===== src/rtl/bcd_rtc_core.sv =====
module bcd_rtc_core #(
  parameter logic [7:0] RST_CENTURY = 8'h20
) (
  input  logic       clk,
  input  logic       rst_n,
  input  logic       tick,
  input  logic       rd_latch,
  input  logic [2:0] rd_addr,
  output logic [7:0] rd_data,
  input  logic       wr_open,
  input  logic       wr_en,
  input  logic [2:0] wr_addr,
  input  logic [7:0] wr_data,
  input  logic       wr_commit,
  input  logic       wr_abort,
  output logic       fail_o
);
  localparam logic [7:0][7:0] RST_TIME =
    {RST_CENTURY, 8'h00, 8'h00, 8'h01, 8'h01, 8'h12, 8'h00, 8'h00};

  logic [7:0][7:0] live, nxt, wbuf, snap;
  logic running, dirty;
  logic c_min, c_hr, c_day, c_mon, c_yr, c_cen;
  logic leap, thirty, cen_ok, load;
  logic [7:0] dim, h24_inc, h12_inc;

  function automatic logic [7:0] inc_bcd(input logic [7:0] v);
    return (v[3:0] == 4'd9) ? {v[7:4] + 4'd1, 4'd0} : {v[7:4], v[3:0] + 4'd1};
  endfunction

  assign leap    = live[5][4] ? (live[5][3:0] == 4'd2 || live[5][3:0] == 4'd6)
                              : (live[5][3:0] == 4'd0 || live[5][3:0] == 4'd4 || live[5][3:0] == 4'd8);
  assign thirty  = live[4] == 8'h04 || live[4] == 8'h06 || live[4] == 8'h09 || live[4] == 8'h11;
  assign dim     = (live[4] == 8'h02) ? (leap ? 8'h29 : 8'h28) : (thirty ? 8'h30 : 8'h31);
  assign h24_inc = inc_bcd({2'b00, live[2][5:0]});
  assign h12_inc = inc_bcd({3'b000, live[2][4:0]});
  assign cen_ok  = wr_addr != 3'd7 || wr_data == 8'h19 || wr_data == 8'h20;
  assign load    = wr_commit && dirty;
  assign rd_data = snap[rd_addr];
  assign fail_o  = !running;

  always_comb begin
    nxt   = live;
    c_day = 1'b0;
    c_min = live[0] == 8'h59;
    c_hr  = c_min && live[1] == 8'h59;
    nxt[0] = c_min ? 8'h00 : inc_bcd(live[0]);
    if (c_min) nxt[1] = (live[1] == 8'h59) ? 8'h00 : inc_bcd(live[1]);
    if (c_hr) begin
      if (live[2][7]) begin
        if (live[2][5:0] == 6'h23) begin
          nxt[2] = 8'h80;
          c_day  = 1'b1;
        end else nxt[2] = {2'b10, h24_inc[5:0]};
      end else if (live[2][4:0] == 5'h11) begin
        nxt[2] = {2'b00, !live[2][5], 5'h12};
        c_day  = live[2][5];
      end else if (live[2][4:0] == 5'h12) nxt[2] = {2'b00, live[2][5], 5'h01};
      else nxt[2] = {2'b00, live[2][5], h12_inc[4:0]};
    end
    c_mon = c_day && live[3] == dim;
    c_yr  = c_mon && live[4] == 8'h12;
    c_cen = c_yr && live[5] == 8'h99;
    if (c_day) begin
      nxt[3] = c_mon ? 8'h01 : inc_bcd(live[3]);
      nxt[6] = (live[6][2:0] >= 3'd6) ? 8'h00 : {5'b0, live[6][2:0] + 3'd1};
    end
    if (c_mon) nxt[4] = c_yr ? 8'h01 : inc_bcd(live[4]);
    if (c_yr)  nxt[5] = c_cen ? 8'h00 : inc_bcd(live[5]);
    if (c_cen) nxt[7] = 8'h20;
  end

  always_ff @(posedge clk or negedge rst_n) begin
    if (!rst_n) begin
      live    <= RST_TIME;
      wbuf    <= RST_TIME;
      snap    <= '0;
      running <= 1'b0;
      dirty   <= 1'b0;
    end else begin
      if (load) begin
        live    <= wbuf;
        running <= 1'b1;
      end else if (tick && running) live <= nxt;
      if (rd_latch) snap <= live;
      if (wr_commit || wr_abort) dirty <= 1'b0;
      else begin
        if (wr_open) begin
          wbuf  <= live;
          dirty <= 1'b0;
        end
        if (wr_en && cen_ok) begin
          wbuf[wr_addr] <= wr_data;
          dirty         <= 1'b1;
        end
      end
    end
  end

  AST_HALTED_FROZEN: assert property (@(posedge clk) disable iff (!rst_n)
    (!running && !load) |=> $stable(live));
  AST_FAIL_NEEDS_LOAD: assert property (@(posedge clk) disable iff (!rst_n)
    $fell(fail_o) |-> $past(load));
  AST_COMMIT_LOADS_BUF: assert property (@(posedge clk) disable iff (!rst_n)
    load |=> (live == $past(wbuf)));
  AST_NO_TICK_NO_MOVE: assert property (@(posedge clk) disable iff (!rst_n)
    (!tick && !load) |=> $stable(live));
  AST_SNAP_HOLDS: assert property (@(posedge clk) disable iff (!rst_n)
    !rd_latch |=> $stable(snap));
  AST_CENTURY_LEGAL: assert property (@(posedge clk) disable iff (!rst_n)
    (live[7] == 8'h19 || live[7] == 8'h20));
endmodule


===== config.mk =====
export PLATFORM = sky130hd
export DESIGN_NAME = bcd_rtc_core
export DESIGN_NICKNAME = d
export VERILOG_FILES = /design/src/rtl/bcd_rtc_core.sv
export SDC_FILE = /design/constraint.sdc
export NUM_CORES = 1
export LEC_CHECK = 0
export ABC_AREA = 1
export CORE_AREA = 10 10 140 142
export CTS_CLUSTER_SIZE = 40
export DETAILED_ROUTE_END_ITERATION = 8
export DIE_AREA = 0 0 150 152
export DONT_BUFFER_PORTS = 1
export PLACE_DENSITY = 0.83
export SKIP_CTS_REPAIR_TIMING = 1
export SYNTH_ARGS = -nofsm -noshare
export SYNTH_HDL_FRONTEND = slang
export SYNTH_SLANG_ARGS = --single-unit
export TNS_END_PERCENT = 20

===== constraint.sdc =====
create_clock -name clk -period 2.1 [get_ports clk]
set_input_delay 0.21 -clock clk [delete_from_list [all_inputs] [get_ports clk]]
set_output_delay 0.21 -clock clk [all_outputs]
set_load 0.01 [all_outputs]

==> key figures, run 1 <==
Run status
  • Status: finished with violations
  • Failing checks: hold timing, setup timing

Flow run
  • Max Cap Violations: 0

Power and ir drop
  • Comb power frac: 0.278
  • Peak VDD IR: 0.6877 mV
  • Total power: 11.80 mW
  • Sequential share of power: 0.446
  • Clock share of power: 0.276
  • Internal power: 7.750 mW
  • PD cells: 988.9 nW/um2
  • Switch share: 0.3430
  • Switching power: 4.046 mW
  • Lkg Pwr: 5.413 nW

Drt
  • Final WL: 31.21 mm
  • Via/cell ratio: 6.227
  • DRT Pass-1 Iters: 5
  • Routed Antenna Nets: 0
  • First DRT Iteration DRCs: 1,228
  • Drc violations: 0
  • Routed wire per std cell: 19.70 um
  • Routed vias: 9,863

Floorplan
  • Core ar.: 16,940 um2
  • Num rows: 48
  • Chip height: 152 um
  • IO Count: 31
  • Initial Utilization: 0.6232
  • Die Footprint: 22,800 um2
  • DIE WIDTH: 150 um

STA
  • Setup WS post-layout: -0.009335 ns
  • RSZ-0062 raised after global routing: true
  • Period utilization: 1.004
  • Period minus WS final: 2.109 ns
  • Worst-Margin Slew: 0.9136 ns
  • Hold_ws: -0.5389 ns
  • Setup Viol. Count Final: 5
  • Pins Over Slew Limit: 0
  • Max_slew headroom: 0.3902
  • Setup TNS: -0.02915 ns
  • Final hold violation count: 205
  • Achievable frequency: 474.1 MHz
  • Worst Skew: 0.009400 ns

Clocking
  • Root Driver: clkbuf_16
  • CTS max path bufs: 2
  • Clk sinks: 194
  • Clock-pin slew on the worst setup and hold paths: 0.07 ns
  • CTS Buf Count: 17
  • Worst-skew pair later-pin latency: 0.44 ns
  • # H-tree levels: 4
  • CTS tree: built

Critical path
  • CP max FO: 6
  • Required @ worst endpoint: 2.44 ns
  • Worst setup startpoint: live[5]
  • Worst r2r src: live[5]
  • CP endpoint kind: flop
  • Worst Path Class, Setup: reg2reg
  • Critical path startpoint category: flop
  • CP arrival: 2.45 ns

Hold path
  • Hold Path Class: in2async

Logic synthesis
  • Mapped cell area: 10,550 um2
  • Syn nets: 1,366
  • Syn avg cell area: 7.965 um2
  • EDFF count, synth: 0
  • Post-synth cell types: 44
  • Dominant synthesized flop cell: dfrtp_1
  • #FFs+latches synth: 194
  • Post-synth ARST share: 1.000
  • Post-synthesis cell count: 1,325
  • Sequential area share after synthesis: 0.4612
  • Yosys Warn Count: 0

GRT
  • Pin count of the biggest net entering global routing: 195
  • Overflow after GRT: 0
  • First-pass GRT wire length: 47.24 mm
  • Initial antenna violation count: 1
  • Total track usage: 0.2577
  • Vias in the first global route: 8,827

Finish
  • Most frequent cells in the layout: nand2_1, dfrtp_1, o21ai_0
  • Fraction of layout cells with a size suffix above 1: 0.1186
  • Nets: 1,385
  • Final Util: 0.7043
  • Non-filler instance count after layout: 1,584
  • Area growth syn-to-layout: 13.02%
  • Most common cell after layout, fill and taps aside: nand2_1

Placed design
  • Pre-CTS WS: -0.01768 ns
  • GP Congestion: 0.8892
  • Placed cells: 1,526
  • Port Buffers: 0
  • DPL Wire Length: 19.47 mm
==> path summary, 6_finish.rpt <==
check | endpoint | slack, ns | depth (start not counted)
max reg2reg | live[38] | -0.009 | 15
max in group asynchronous | live[20] | 2.30 | 0
max | live[38] | -0.009 | 15
min | snap[2] | -0.54 | 0
min in group clk | wbuf[52] | -0.04 | 2
min reg2reg | wbuf[20] | 0.48 | 2
==> cell usage after synthesis, types with 5 or more instances <==
cell      count  area share
nand4_1      10      0.0059
o22ai_1      19       0.011
clkbuf_1     65       0.023
nand2_2       5      0.0030
inv_2         5      0.0018
buf_1         8      0.0028
a31oi_1      13      0.0077
o21ai_0     168       0.080
nand2_4       5      0.0053
nand3_1      42       0.020
a21oi_1      85       0.040
inv_1       166       0.059
nor2_1       78       0.028
dfrtp_1     184        0.44
o211ai_1    115       0.082
ha_1         19       0.023
a22oi_1       6      0.0043
dfstp_2      10       0.025
nand2_1     257       0.091
xor2_1       12       0.010
==> final cells by class <==
cell class	instances	area, um2
fill	1318	5009
tap	225	281.5
clock buffer	20	446.7
multi-input combinational	881	4883
sequential	194	4868
timing repair buffer	75	653.1
antenna	2	5.005
clock inverter	12	132.6
inverter	175	656.9
==> flip-flops by register name, summed over array words and instances, names as in the netlist <==
| name | count |
|---|---|
| live | 64 |
| snap | 64 |
| wbuf | 64 |
| dirty | 1 |
| running | 1 |
==> per-layer routing <==
layer	wire length [um]	GRT usage	vias to the layer above
li1	-	-	4524
met1	12810	0.3700	4697
met2	13830	0.3789	571
met3	3587	0.05405	71
met4	981	0.08611	0
met5	0	0	-
==> critical path, cell delays in order, from the launching register on <==
cell and delay [ns]:
dfrtp_1 0.37, inv_1 0.08, ha_2 0.18, nand3_2 0.10, nor2_4 0.15, nand2_2 0.08, nor2_2 0.12, nand3_2 0.09
nor2_2 0.12, nand2_2 0.08, nand2_4 0.15, nand2_8 0.11, nand2_4 0.11, nand3_2 0.12, nand2_1 0.09, nand2_1 0.05
==> power groups by stage <==
stage          Sequential (mW)  Clock, mW  Combinational (mW)
2_1_floorplan             5.15          0                2.11
3_5_place_dp              5.27          0                2.94
6_report                  5.26       3.26                3.28
5_1_grt                   5.35       3.40                3.66
4_1_cts                   5.20       3.27                2.97
3_3_place_gp              5.23          0                2.83
==> cell families (layout without fill, tap and decap cells) <==
| kind of cell | after synthesis | in the layout | share of synthesized area |
|---|---|---|---|
| compound gates | 427 | 427 | 0.2401 |
| simple gates | 415 | 416 | 0.1697 |
| buf+inv | 251 | 282 | 0.08986 |
| flops | 194 | 194 | 0.4612 |
| fa+ha+maj | 19 | 19 | 0.02253 |
| xor+xnor | 15 | 15 | 0.01245 |
| mux | 4 | 4 | 0.004268 |
| other cells | 0 | 2 | 0 |
==> through the flow <==
step / instance area [um2] / hold WS [ns]
after floorplan: 10550 / -0.08559
after global placement: 10970 / -0.07496
after detailed placement: 10970 / -0.07567
after CTS: 11550 / -0.5453
after global routing: 11930 / -0.5535
final: 11930 / -0.5389
Power figures use the tool's default switching activity.
==> run 2, diff against run 1 <==
- ABC_AREA: 1 -> default
- CORE_AREA: 10 10 140 142 -> 2 2 127 129
- CTS_CLUSTER_DIAMETER: default -> 100
- DIE_AREA: 0 0 150 152 -> 0 0 129 131
==> key figures, run 2 <==
Run status
  • Status: finished with violations
  • Failing checks: hold timing, setup timing

Logic synthesis
  • Mapped cell area: 9761 um2
  • Top cells by count, synth: dfrtp_1, a21oi_1, nor2_1
  • Syn avg cell area: 10.30 um2
  • Sequential area share after synthesis: 0.4987
  • Area fraction of the dominant cell type after synthesis: 0.4717
  • Yosys Warn Count: 0
  • Syn nets: 989
  • Dominant synthesized flop cell: dfrtp_1
  • Post-synthesis cell count: 948
  • Leading area contributor after synthesis: dfrtp_1
  • Post-synth cell types: 68
  • #FFs+latches synth: 194
  • Most frequent cell after synthesis: dfrtp_1
  • EDFF count, synth: 0
  • Post-synth ARST share: 1.000
  • Most area-consuming cells after synthesis: dfrtp_1, mux2_2, a21oi_1, mux4_2, o22ai_1

GRT
  • First-pass GRT wire length: 44.88 mm
  • Vias in the first global route: 8,102
  • Total track usage: 0.3524
  • Overflow after GRT: 0
  • Initial antenna violation count: 0
  • Pin count of the biggest net entering global routing: 195

Power and ir drop
  • Internal power: 8.226 mW
  • Peak VDD IR: 0.6936 mV
  • Sequential share of power: 0.451
  • PD cells: 1069 nW/um2
  • Clock share of power: 0.276
  • Switch share: 0.3245
  • Switching power: 3.952 mW
  • Comb power frac: 0.273
  • Lkg Pwr: 4.783 nW

STA
  • Hold_ws: -0.5447 ns
  • Max_slew headroom: 0.5432
  • Pins Over Slew Limit: 0
  • Worst Skew: 0.01005 ns
  • Achievable frequency: 396.2 MHz
  • Setup Viol. Count Final: 32
  • RSZ-0062 raised after global routing: true
  • Setup WS post-layout: -0.4238 ns
  • Period utilization: 1.202
  • Period minus WS final: 2.524 ns
  • Final hold violation count: 195
  • Worst-Margin Slew: 0.6853 ns

Clocking
  • Root Driver: clkbuf_16
  • Clk sinks: 194
  • Worst-skew pair later-pin latency: 0.44 ns
  • CTS tree: built
  • CTS Buf Count: 17
  • Clock-pin slew on the worst setup and hold paths: 0.07 ns
  • CTS max path bufs: 2
  • # H-tree levels: 4

Critical path
  • CP arrival: 2.88 ns
  • Largest stage delay, worst path: 0.37 ns
  • Required @ worst endpoint: 2.46 ns
  • CP max FO: 13
  • Critical path startpoint category: flop
  • Worst setup startpoint: live[37]
  • FF-to-FF End: live[34]
  • R2R Setup Slk: -0.42 ns
  • Worst Path Class, Setup: reg2reg
  • Worst-path cell chain: inv_2 > ha_2 > mux2_4 > a32o_2 > a32o_2 > nor4_4 > buf_4 > nand3_1 > xor2_1 > o21ai_0
  • CP endpoint kind: flop
  • CP max stage cell: dfrtp_1
  • CP delay by family, top: compound AO/OA/AOI/OAI gates
  • Crit-path most repeated cell: a32o_2
  • Cell depth of the worst flop-to-flop path: 10
  • Worst path bufs/invs: 2
  • Worst r2r src: live[37]

Placed design
  • Port Buffers: 0
  • GP Congestion: 0.9327
  • Placed cells: 1,208
  • DPL Wire Length: 18.42 mm
  • Pre-CTS WS: -0.4684 ns

Finish
  • Non-filler instance count after layout: 1,247
  • Nets: 1,059
  • # fillers: 986
  • Most common cell after layout, fill and taps aside: dfrtp_1
  • Largest registers: live x64, snap x64, wbuf x64
  • ANT cells: 0
  • Area growth syn-to-layout: 16.70%
  • Area occupied by multi-input gates: 4692 um2
  • Reg area: 4867 um2
  • Fraction of layout cells with a size suffix above 1: 0.2677
  • Most frequent cells in the layout: dfrtp_1, buf_4, a21oi_1

Drt
  • Drc violations: 0
  • Routed wire per std cell: 23.38 um
  • Final WL: 29.15 mm
  • DRT Pass-1 Iters: 6
  • First DRT Iteration DRCs: 1,135
  • Via/cell ratio: 6.739
  • Routed vias: 8,403
  • Routed Antenna Nets: 0

Floorplan
  • Chip height: 131 um
  • Initial Utilization: 0.6258
  • Die Footprint: 16,900 um2
  • Num rows: 46
  • Core ar.: 15,600 um2
  • DIE WIDTH: 129 um
  • IO Count: 31

Flow run
  • Max Cap Violations: 0

Hold path
  • Hold Path Class: in2async
run 2: cell types whose count changed after synthesis, sizes merged, moves of 17 or more:
| cell | previous run | this run |
|---|---|---|
| inv | 171 | 18 |
| mux2 | 4 | 75 |
| nand2 | 267 | 80 |
| nand3 | 46 | 16 |
| nor3 | 3 | 20 |
| o211ai | 115 | 3 |
| o21ai | 174 | 51 |
| o22ai | 19 | 57 |
run 2: final cells by class:
cell class | instances | area share
sequential | 194 | 0.4273
timing repair buffer | 114 | 0.07777
clock inverter | 14 | 0.01450
inverter | 19 | 0.006261
tap | 216 | 0.02373
clock buffer | 18 | 0.03855
multi-input combinational | 672 | 0.4119
run 2: through the flow:
stage               setup TNS [ns]  cell area [um2]  hold slack [ns]  utilization  power [mW]
global route                -13.51            11390          -0.5554       0.7303       12.71
detailed placement          -9.900            10640         -0.08111       0.6824       8.536
global placement            -6.315            10640         -0.08111       0.6824       8.364
CTS                         -10.70            11250          -0.5507       0.7212       11.93
finish                      -10.40            11390          -0.5447       0.7303       12.18
floorplan                   -5.724             9817         -0.08559            -       7.320
run 2: routing by layer:
metal	part of all wire	vias to the layer above	GRT usage
met2	0.46	525	0.5447
met3	0.11	141	0.07655
met1	0.38	4117	0.4704
met4	0.056	0	0.1899
li1	-	3620	-
met5	0	-	0
run 2: kinds of logic (layout without fill, tap and decap cells):
| kind of cell | count (synthesis) | count (layout) | share of synthesized area |
|---|---|---|---|
| xor+xnor | 7 | 7 | 0.006281 |
| mux | 93 | 93 | 0.1255 |
| simple gates | 280 | 280 | 0.1427 |
| buf+inv | 82 | 165 | 0.03282 |
| flops | 194 | 194 | 0.4987 |
| compound gates | 273 | 273 | 0.1697 |
| fa+ha+maj | 19 | 19 | 0.02436 |
run 2: worst max path at each step:
| stage | slack (ns) | endpoint | depth (start not counted) |
|---|---|---|---|
| global placement | -0.31 | live[29] | 10 |
| global route | -0.54 | live[34] | 10 |
| finish | -0.42 | live[34] | 10 |
| floorplan | -0.32 | live[46] | 10 |
| detailed placement | -0.47 | live[29] | 10 |
| CTS | -0.47 | live[29] | 10 |
run 2: power by group through the flow:
stage               clock [mW]  combinational [mW]  sequential [mW]
finish                    3.36                3.32             5.49
global route              3.53                3.61             5.57
CTS                       3.37                3.13             5.43
detailed placement           0                3.07             5.47
global placement             0                2.95             5.41
floorplan                    0                2.02             5.30
==> run 3, diff against run 2 <==
- CTS_CLUSTER_DIAMETER: 100 -> 150
- SLEW_MARGIN: default -> 5
==> results of run 3 <==
The final DEF is identical to that of run 2; final timing and power are the same.
